==> src/rtl/rxo_pkg.sv <==
package rxo_pkg;
  parameter int DATA_W = 8;
  parameter int STAT_W = 3;
  localparam int MID_STAT_W = STAT_W - 1;

  typedef struct packed {
    logic [DATA_W-1:0] data;
    logic [STAT_W-1:0] stat;
    logic              frame;
  } char_t;

  typedef enum logic [1:0] {
    PM_OFF  = 2'b00,
    PM_MID  = 2'b01,
    PM_HIGH = 2'b10,
    PM_RSV  = 2'b11
  } pmode_t;
endpackage

==> src/rtl/rxo_stat_cond.sv <==
module rxo_stat_cond
  import rxo_pkg::*;
(
  input  char_t raw_ch,
  input  logic  dec_bypass,
  input  logic  bist_active,
  output char_t cond_ch
);
  logic force_top;

  // Top status bit is cleared for bypassed, non-self-test, non-framing chars
  assign force_top = dec_bypass && !bist_active && !raw_ch.frame;

  always_comb begin
    cond_ch = raw_ch;
    if (force_top) begin
      cond_ch.stat[STAT_W-1] = 1'b0;
    end
  end
endmodule

==> src/rtl/rxo_par_gen.sv <==
module rxo_par_gen
  import rxo_pkg::*;
(
  input  logic [DATA_W-1:0] data,
  input  logic [STAT_W-1:0] stat,
  input  pmode_t            mode,
  input  logic              dec_bypass,
  output logic              par
);
  always_comb begin
    case (mode)
      PM_MID: begin
        if (dec_bypass) par = ~^{data, stat[MID_STAT_W-1:0]};
        else            par = ~^data;
      end
      PM_HIGH: par = ~^{data, stat};
      default: par = 1'b0;
    endcase
  end
endmodule

==> src/rtl/rxo_slot_align.sv <==
module rxo_slot_align
  import rxo_pkg::*;
(
  input  logic  clk,
  input  logic  rst_ni,
  input  logic  in_valid,
  input  char_t in_ch,
  input  logic  framer_en,
  output logic  out_valid,
  output char_t even_ch,
  output char_t odd_ch
);
  logic  phase_q, phase_d;
  char_t hold_q, hold_d;
  char_t even_q, even_d;
  char_t odd_q, odd_d;
  logic  vld_q, vld_d;
  logic  slip, take_even, emit;

  // Next-state logic
  always_comb begin
    slip      = in_valid && phase_q && framer_en && in_ch.frame;
    take_even = in_valid && (!phase_q || slip);
    emit      = in_valid && phase_q && !slip;

    phase_d = phase_q;
    if (in_valid) phase_d = slip ? 1'b1 : ~phase_q;

    hold_d = hold_q;
    if (take_even) hold_d = in_ch;

    even_d = even_q;
    odd_d  = odd_q;
    if (emit) begin
      even_d = hold_q;
      odd_d  = in_ch;
    end
    vld_d = emit;
  end

  // State registers
  always_ff @(posedge clk or negedge rst_ni) begin
    if (!rst_ni) begin
      phase_q <= 1'b0;
      hold_q  <= '0;
      even_q  <= '0;
      odd_q   <= '0;
      vld_q   <= 1'b0;
    end else begin
      phase_q <= phase_d;
      vld_q   <= vld_d;
      if (take_even) hold_q <= hold_d;
      if (emit) begin
        even_q <= even_d;
        odd_q  <= odd_d;
      end
    end
  end

  assign out_valid = vld_q;
  assign even_ch   = even_q;
  assign odd_ch    = odd_q;
endmodule

==> src/rtl/rxo_pair_out.sv <==
module rxo_pair_out
  import rxo_pkg::*;
(
  input  logic              clk,
  input  logic              rst_n,
  input  logic              in_valid,
  input  logic [DATA_W-1:0] in_data,
  input  logic [STAT_W-1:0] in_stat,
  input  logic              in_frame,
  input  logic              framer_en,
  input  logic              dec_bypass,
  input  logic              bist_active,
  input  logic [1:0]        par_mode,
  output logic              out_valid,
  output logic [DATA_W-1:0] even_data,
  output logic [STAT_W-1:0] even_stat,
  output logic              even_frame,
  output logic [DATA_W-1:0] odd_data,
  output logic [STAT_W-1:0] odd_stat,
  output logic              odd_frame,
  output logic              even_par,
  output logic              odd_par,
  output logic              par_oe
);
  localparam int SLOTS = 2;

  logic   rst_meta_q, rst_sync_q;
  char_t  raw_ch, cond_ch, even_ch, odd_ch;
  pmode_t pmode;
  char_t  slot_ch  [SLOTS];
  logic   slot_par [SLOTS];

  // Reset: asserted asynchronously, released on the clock
  always_ff @(posedge clk or negedge rst_n) begin
    if (!rst_n) begin
      rst_meta_q <= 1'b0;
      rst_sync_q <= 1'b0;
    end else begin
      rst_meta_q <= 1'b1;
      rst_sync_q <= rst_meta_q;
    end
  end

  assign raw_ch = '{data: in_data, stat: in_stat, frame: in_frame};
  assign pmode  = pmode_t'(par_mode);

  rxo_stat_cond u_cond (
    .raw_ch      (raw_ch),
    .dec_bypass  (dec_bypass),
    .bist_active (bist_active),
    .cond_ch     (cond_ch)
  );

  rxo_slot_align u_align (
    .clk       (clk),
    .rst_ni    (rst_sync_q),
    .in_valid  (in_valid),
    .in_ch     (cond_ch),
    .framer_en (framer_en),
    .out_valid (out_valid),
    .even_ch   (even_ch),
    .odd_ch    (odd_ch)
  );

  assign slot_ch[0] = even_ch;
  assign slot_ch[1] = odd_ch;

  for (genvar g = 0; g < SLOTS; g++) begin : g_par
    rxo_par_gen u_par (
      .data       (slot_ch[g].data),
      .stat       (slot_ch[g].stat),
      .mode       (pmode),
      .dec_bypass (dec_bypass),
      .par        (slot_par[g])
    );
  end

  assign par_oe     = (pmode == PM_MID) || (pmode == PM_HIGH);
  assign even_data  = even_ch.data;
  assign even_stat  = even_ch.stat;
  assign even_frame = even_ch.frame;
  assign odd_data   = odd_ch.data;
  assign odd_stat   = odd_ch.stat;
  assign odd_frame  = odd_ch.frame;
  assign even_par   = slot_par[0];
  assign odd_par    = slot_par[1];
endmodule

==> config.mk <==
export PLATFORM = sky130hd
export DESIGN_NAME = rxo_pair_out
export DESIGN_NICKNAME = d
export VERILOG_FILES = /design/src/rtl/rxo_pkg.sv /design/src/rtl/rxo_stat_cond.sv /design/src/rtl/rxo_par_gen.sv /design/src/rtl/rxo_slot_align.sv /design/src/rtl/rxo_pair_out.sv
export SDC_FILE = /design/constraint.sdc
export NUM_CORES = 1
export LEC_CHECK = 0
export BUFFER_PORTS_ARGS = -buffer_cell sky130_fd_sc_hd__clkbuf_2
export CORE_MARGIN = 2
export CORE_UTILIZATION = 46
export CTS_CLUSTER_DIAMETER = 200
export DETAILED_ROUTE_END_ITERATION = 7
export MAX_ROUTING_LAYER = met4
export PLACE_DENSITY = 0.74
export SYNTH_ARGS = -nofsm -noshare
export SYNTH_HDL_FRONTEND = slang
export SYNTH_SLANG_ARGS = --single-unit
==> constraint.sdc <==
create_clock -name clk -period 1.4 [get_ports clk]
set_input_delay 0.28 -clock clk [delete_from_list [all_inputs] [get_ports clk]]
set_output_delay 0.28 -clock clk [all_outputs]
set_load 0.05 [all_outputs]
-- Word-level counts from Yosys, hierarchy flattened
Cells that the tools add are included.
- register bits: 40
- input port bits: 20
- output and inout bits: 28
- logic and storage cells: 41
- equal/unequal tests: 2
- muxes and demuxes: 6
- bitwise gates (word level): 1
- reduce and logical (&&, ||, !) cells: 19
- operators with widths (kind ; count):
    $reduce_xnor 11->1 ; 2
    $reduce_xnor 10->1 ; 2
    $reduce_xnor 8->1 ; 2
    $logic_and 1x1->1 ; 7
    $logic_not 1->1 ; 4
    $mux 1 ; 4
    $pmux 1 s2 ; 2
    $eq 2x1->1 const B ; 1
    $eq 2x2->1 const B ; 1
    $logic_or 1x1->1 ; 2
    $not 1->1 ; 1

-- Depth between registers and ports, before layout
- depth in word-level cells: 5
- mapped depth: 5
- depth with buffers taken out: 5

-- By module
From an unflattened synthesis, not the netlist that was laid out.
- cells, all modules: 143
- area total of the unflattened synthesis: 1950.6 um2
- by module, submodules not included (module ; instances ; cells an instance ; area each (um2)):
    rxo_slot_align ; 1 ; 86 ; 1443.9
    rxo_par_gen ; 2 ; 20 ; 175.2
    rxo_stat_cond ; 1 ; 13 ; 93.8
    rxo_pair_out ; 1 ; 4 ; 62.6

-- Least setup slack after synthesis
No wires, ideal clock.
- path type: register to output
- start: reg u_align.even_q (netlist bit u_align.even_ch[10])
- end: out even_par
- arrival: 2.176 ns
- path slack: -1.056 ns
- cell stages (with the launch flop): 5
- path buffers: 0
- path through: dfrtp_1 > xnor2_1 > xnor2_1 > xnor3_1 > o2bb2ai_1
- word-level cells in the longest chain between the ends: 3
- elaborated cells between the ends (all ways): 5
- classes of those cells: mux (2); reduce/logical (3)
- RTL lines (what ; line ; source):
    from (decl) ; rxo_slot_align.sv:15 ; char_t even_q, even_d;
    from (signal assigned) ; rxo_slot_align.sv:54 ; even_q <= even_d;
    $reduce_xnor 10->1 / $reduce_xnor 8->1 (equally long branches) ; rxo_par_gen.sv:13, rxo_par_gen.sv:14 ;
    $mux 1 ; rxo_par_gen.sv:13 ; if (dec_bypass) par = ~^{data, stat[MID_STAT_W-1:0]};
    $pmux 1 s2 (*) ; rxo_par_gen.sv:11 ; case (mode)
    to (decl) ; rxo_pair_out.sv:21 ; output logic even_par,
Mark *: on every way between the ends. The rest lies on a longest branch, timed or not.

-- Worst setup path after layout
- start: reg u_align.even_q (netlist bit u_align.even_ch[5])
- end: out even_par
The elaborated chain is that of the path after synthesis.

==> metrics.log <==
INFO  metric setup_viol = 2
INFO  metric ctsRootBufferMaster = sky130_fd_sc_hd__clkbuf_8
INFO  metric synth_seq_cells = 40
INFO  metric rsz0062_at_grt = yes
INFO  metric power.ir.vdd_worst = 0.00162 V
INFO  metric n_antenna_cell = 0
INFO  metric detailed_place.area = 0.00242 mm^2
INFO  metric finalCritPeriodShare = 152%
INFO  metric hold-path-cell-count = 2
INFO  metric hpwlAfterDp = 2980 um
INFO  metric final_period_minus_worst_setup_slack = 2.13 ns
INFO  metric netlist_area = 0.00179 mm^2
INFO  metric critPathCaptureType = output port
INFO  metric grt_pass1_vias = 1317
INFO  metric synth_top_cells_by_count = 40 x sky130_fd_sc_hd__dfrtp_1, 33 x sky130_fd_sc_hd__mux2_2, 12 x sky130_fd_sc_hd__xnor2_1
INFO  metric worst_r2r_path_depth = 4
INFO  metric gpl.final_weighted_congestion = 0.722
INFO  metric cts_inserted_buffers = 5
INFO  metric h-tree-depth = 2
INFO  metric detail_route.wirelength = 3980 um
INFO  metric synth_area_leader_cell = sky130_fd_sc_hd__dfrtp_1
INFO  metric global_route.peak_usage_layer = met2
INFO  metric drcViolationCount = 0
INFO  metric crit_arrival = 1.85 ns
INFO  metric postLayoutSetupSlackWorst = -0.734 ns
INFO  metric cts_num_sinks = 40
INFO  metric globalRouteOverflowTotal = 0
INFO  metric tritoncts_clock_tree = built
INFO  metric vias = 1224
INFO  metric critPathLaunch = u_align.even_ch[5]
INFO  metric die_ar = 0.00440 mm^2
INFO  metric grt_antenna_before_repair = 0
INFO  metric globalRouteMet1Util = 22.7%
INFO  metric top_level_ports = 48
INFO  metric synth_edf_count = 0
INFO  metric synthDistinctLibCells = 18
INFO  metric buffer_ports.inserted = 47
INFO  metric worstPathMaxFanout = 2
INFO  metric synth_largest_type_area_fraction = 56.1%
INFO  metric routed_via_density = 4.78
INFO  metric power_density = 2540 mW/mm^2
INFO  metric slew_violations = 0
INFO  metric final_hold_viol_count = 0
INFO  metric dominantRegCellSynth = sky130_fd_sc_hd__dfrtp_1
INFO  metric synth_sequential_area_ratio = 56.1%
INFO  metric die_y = 66.3 um
INFO  metric synthToLayoutAreaGrowth = 45.5%
INFO  metric drv.max_cap_violation_count = 0
INFO  metric grt_pass1_wl = 6240 um
INFO  metric hold_path_class = in2reg
INFO  metric groute.usage.overall = 20.2%
INFO  metric clock.fmax = 469 MHz
INFO  metric path_class = reg2out
INFO  metric final_design_area_no_fill = 0.00260 mm^2
INFO  metric failed_checks = negative setup slack
INFO  metric rr_startpoint = u_align.phase_q
INFO  metric max-clock-path-buffers = 2
INFO  metric fin_skew = 0.00531 ns
INFO  metric worst_setup_path_start_kind = flip-flop
INFO  metric floorplan.die.width = 66.3 um
INFO  metric detail_route.wl_per_cell = 15.6 um
INFO  metric synth_most_common_cell = sky130_fd_sc_hd__dfrtp_1
INFO  metric number_of_routed_nets_with_antenna_violations = 0
INFO  metric initial_core_util = 48.4%
INFO  metric fin_nets = 229
INFO  metric reg_clk_slew_reported_paths = 0.07 ns
INFO  metric clk_latency = 0.29 ns
INFO  metric drt-pass1-iter-count = 4
INFO  metric first_iter_violations = 22
INFO  metric gr-usage-met2 = 35.8%
INFO  metric outcome = finished with violations
INFO  metric num_rows = 22
INFO  metric power.leakage = 1.28 nW
INFO  metric synth_top_area_cells = sky130_fd_sc_hd__dfrtp_1 56%, sky130_fd_sc_hd__mux2_2 21%, sky130_fd_sc_hd__xnor2_1 5.9%
INFO  metric synth-warning-count = 0
INFO  metric grt_max_degree = 39
INFO  metric core-area = 0.00369 mm^2
INFO  metric post_layout_nonfiller_instances = 256
INFO  metric place.detailed.instances = 246
INFO  metric syn_avg_cell_area = 14.4 um^2
INFO  metric grt.met3_usage = 3.58%
INFO  metric hp-start = in_data[4]
INFO  metric synthesis.nets = 146
INFO  metric syn-instance-count = 124
INFO  metric layout-drive-gt1-share = 73.1%
INFO  metric asyncSetResetFlopFracSynth = 100%
INFO  metric required = 1.12 ns
-- power by group --
part           internal, W  switching, W  total [W]  leakage [nW]
Sequential         0.00150      0.000268    0.00177         0.453
Combinational      0.00195       0.00214    0.00409         0.782
Clock             0.000350      0.000377   0.000727        0.0422
-- what timing repair did --
item / in CTS / in global routing
resized for setup: 6 / 10
cloned: 0 / 0
setup buffers: 0 / 1
endpoints found under the hold margin: 2 / 0
pin swaps: 4 / 8
endpoints found under the setup margin: 2 / 4
hold buffers: 1 / 0
-- routing by layer --
| layer | routed length, um | share of wire [%] |
|---|---|---|
| met4 | 63 | 1.6 |
| met1 | 1610 | 40 |
| met3 | 143 | 3.6 |
| met5 | 0 | 0 |
| met2 | 2170 | 54 |
-- layout by cell type (no fill, tap or decap), types with 2 or more instances in the layout --
cell                        count
sky130_fd_sc_hd__mux2_2        33
sky130_fd_sc_hd__nor2_1         3
sky130_fd_sc_hd__nand2_1       10
sky130_fd_sc_hd__buf_4         28
sky130_fd_sc_hd__inv_1          5
sky130_fd_sc_hd__clkbuf_1       2
sky130_fd_sc_hd__o21ai_0        2
sky130_fd_sc_hd__xnor2_2       12
sky130_fd_sc_hd__xor3_1         2
sky130_fd_sc_hd__buf_12         3
sky130_fd_sc_hd__ha_1           2
sky130_fd_sc_hd__xnor3_1        2
sky130_fd_sc_hd__clkbuf_8       5
sky130_fd_sc_hd__xnor2_1        2
sky130_fd_sc_hd__xor2_2         2
sky130_fd_sc_hd__clkbuf_2      43
sky130_fd_sc_hd__buf_2          2
sky130_fd_sc_hd__dfrtp_2       18
sky130_fd_sc_hd__dfrtp_1       22
sky130_fd_sc_hd__o2bb2ai_4      2
sky130_fd_sc_hd__buf_8          2
-- worst max-delay path: stages (launching register included) --
cell and delay (ns):
sky130_fd_sc_hd__dfrtp_2 0.43, sky130_fd_sc_hd__xnor2_2 0.15, sky130_fd_sc_hd__xnor2_2 0.27, sky130_fd_sc_hd__xnor3_1 0.40, sky130_fd_sc_hd__o2bb2ai_4 0.15, sky130_fd_sc_hd__buf_8 0.16
-- area by class of cell --
type / count / area, um^2
fill: 274 / 1090
timing repair buffer: 79 / 536
sequential: 40 / 1020
multi-input combinational: 76 / 878
inverter: 5 / 18.8
clock inverter: 1 / 5.00
tap: 48 / 60.1
clock buffer: 7 / 76.3
-- flip-flops by register name, summed over array words and instances (netlist names) --
| signal | count |
|---|---|
| rst_meta_q | 1 |
| u_align.odd_ch | 12 |
| u_align.out_valid | 1 |
| u_align.hold_q | 12 |
| u_align.even_ch | 12 |
| u_align.phase_q | 1 |
| rst_sync_q | 1 |
-- path summary, 6_finish.rpt --
check / endpoint / slack, ns
max in group asynchronous: u_align.even_ch[6] / 0.75
setup reg to reg: u_align.hold_q[10] / 0.23
hold reg to reg: u_align.hold_q[8] / 0.29
hold / removal: u_align.hold_q[8] / 0.23
min in group asynchronous: u_align.hold_q[8] / 0.29
setup / recovery: even_par / -0.73
-- cell families (layout without fill, tap and decap cells) --
family	after synthesis	count (layout)	synth area share, %
AO/OA/AOI/OAI	4	4	1.54
XOR/XNOR	20	20	13.9
adder cells (fa/ha/maj)	2	2	1.40
buffers and inverters	8	92	1.89
flip-flops	40	40	56.1
multiplexers	34	34	21.4
other	1	1	0.210
AND/OR/NAND/NOR	15	15	3.64
-- stage by stage --
step	utilization [%]	worst slack, ns	hold WS [ns]	setup TNS (ns)	total power [W]
finish	70.4	-0.734	0.232	-1.47	0.00658
global placement	65.6	-0.543	0.0678	-1.05	0.00551
floorplan	-	-0.527	-0.0156	-1.05	0.00464
global route	70.4	-0.789	0.224	-1.56	0.00685
detailed placement	65.6	-0.558	0.0715	-1.12	0.00566
CTS	68.9	-0.801	0.227	-1.59	0.00643
No activity file was read; power rests on OpenSTA's default activity.
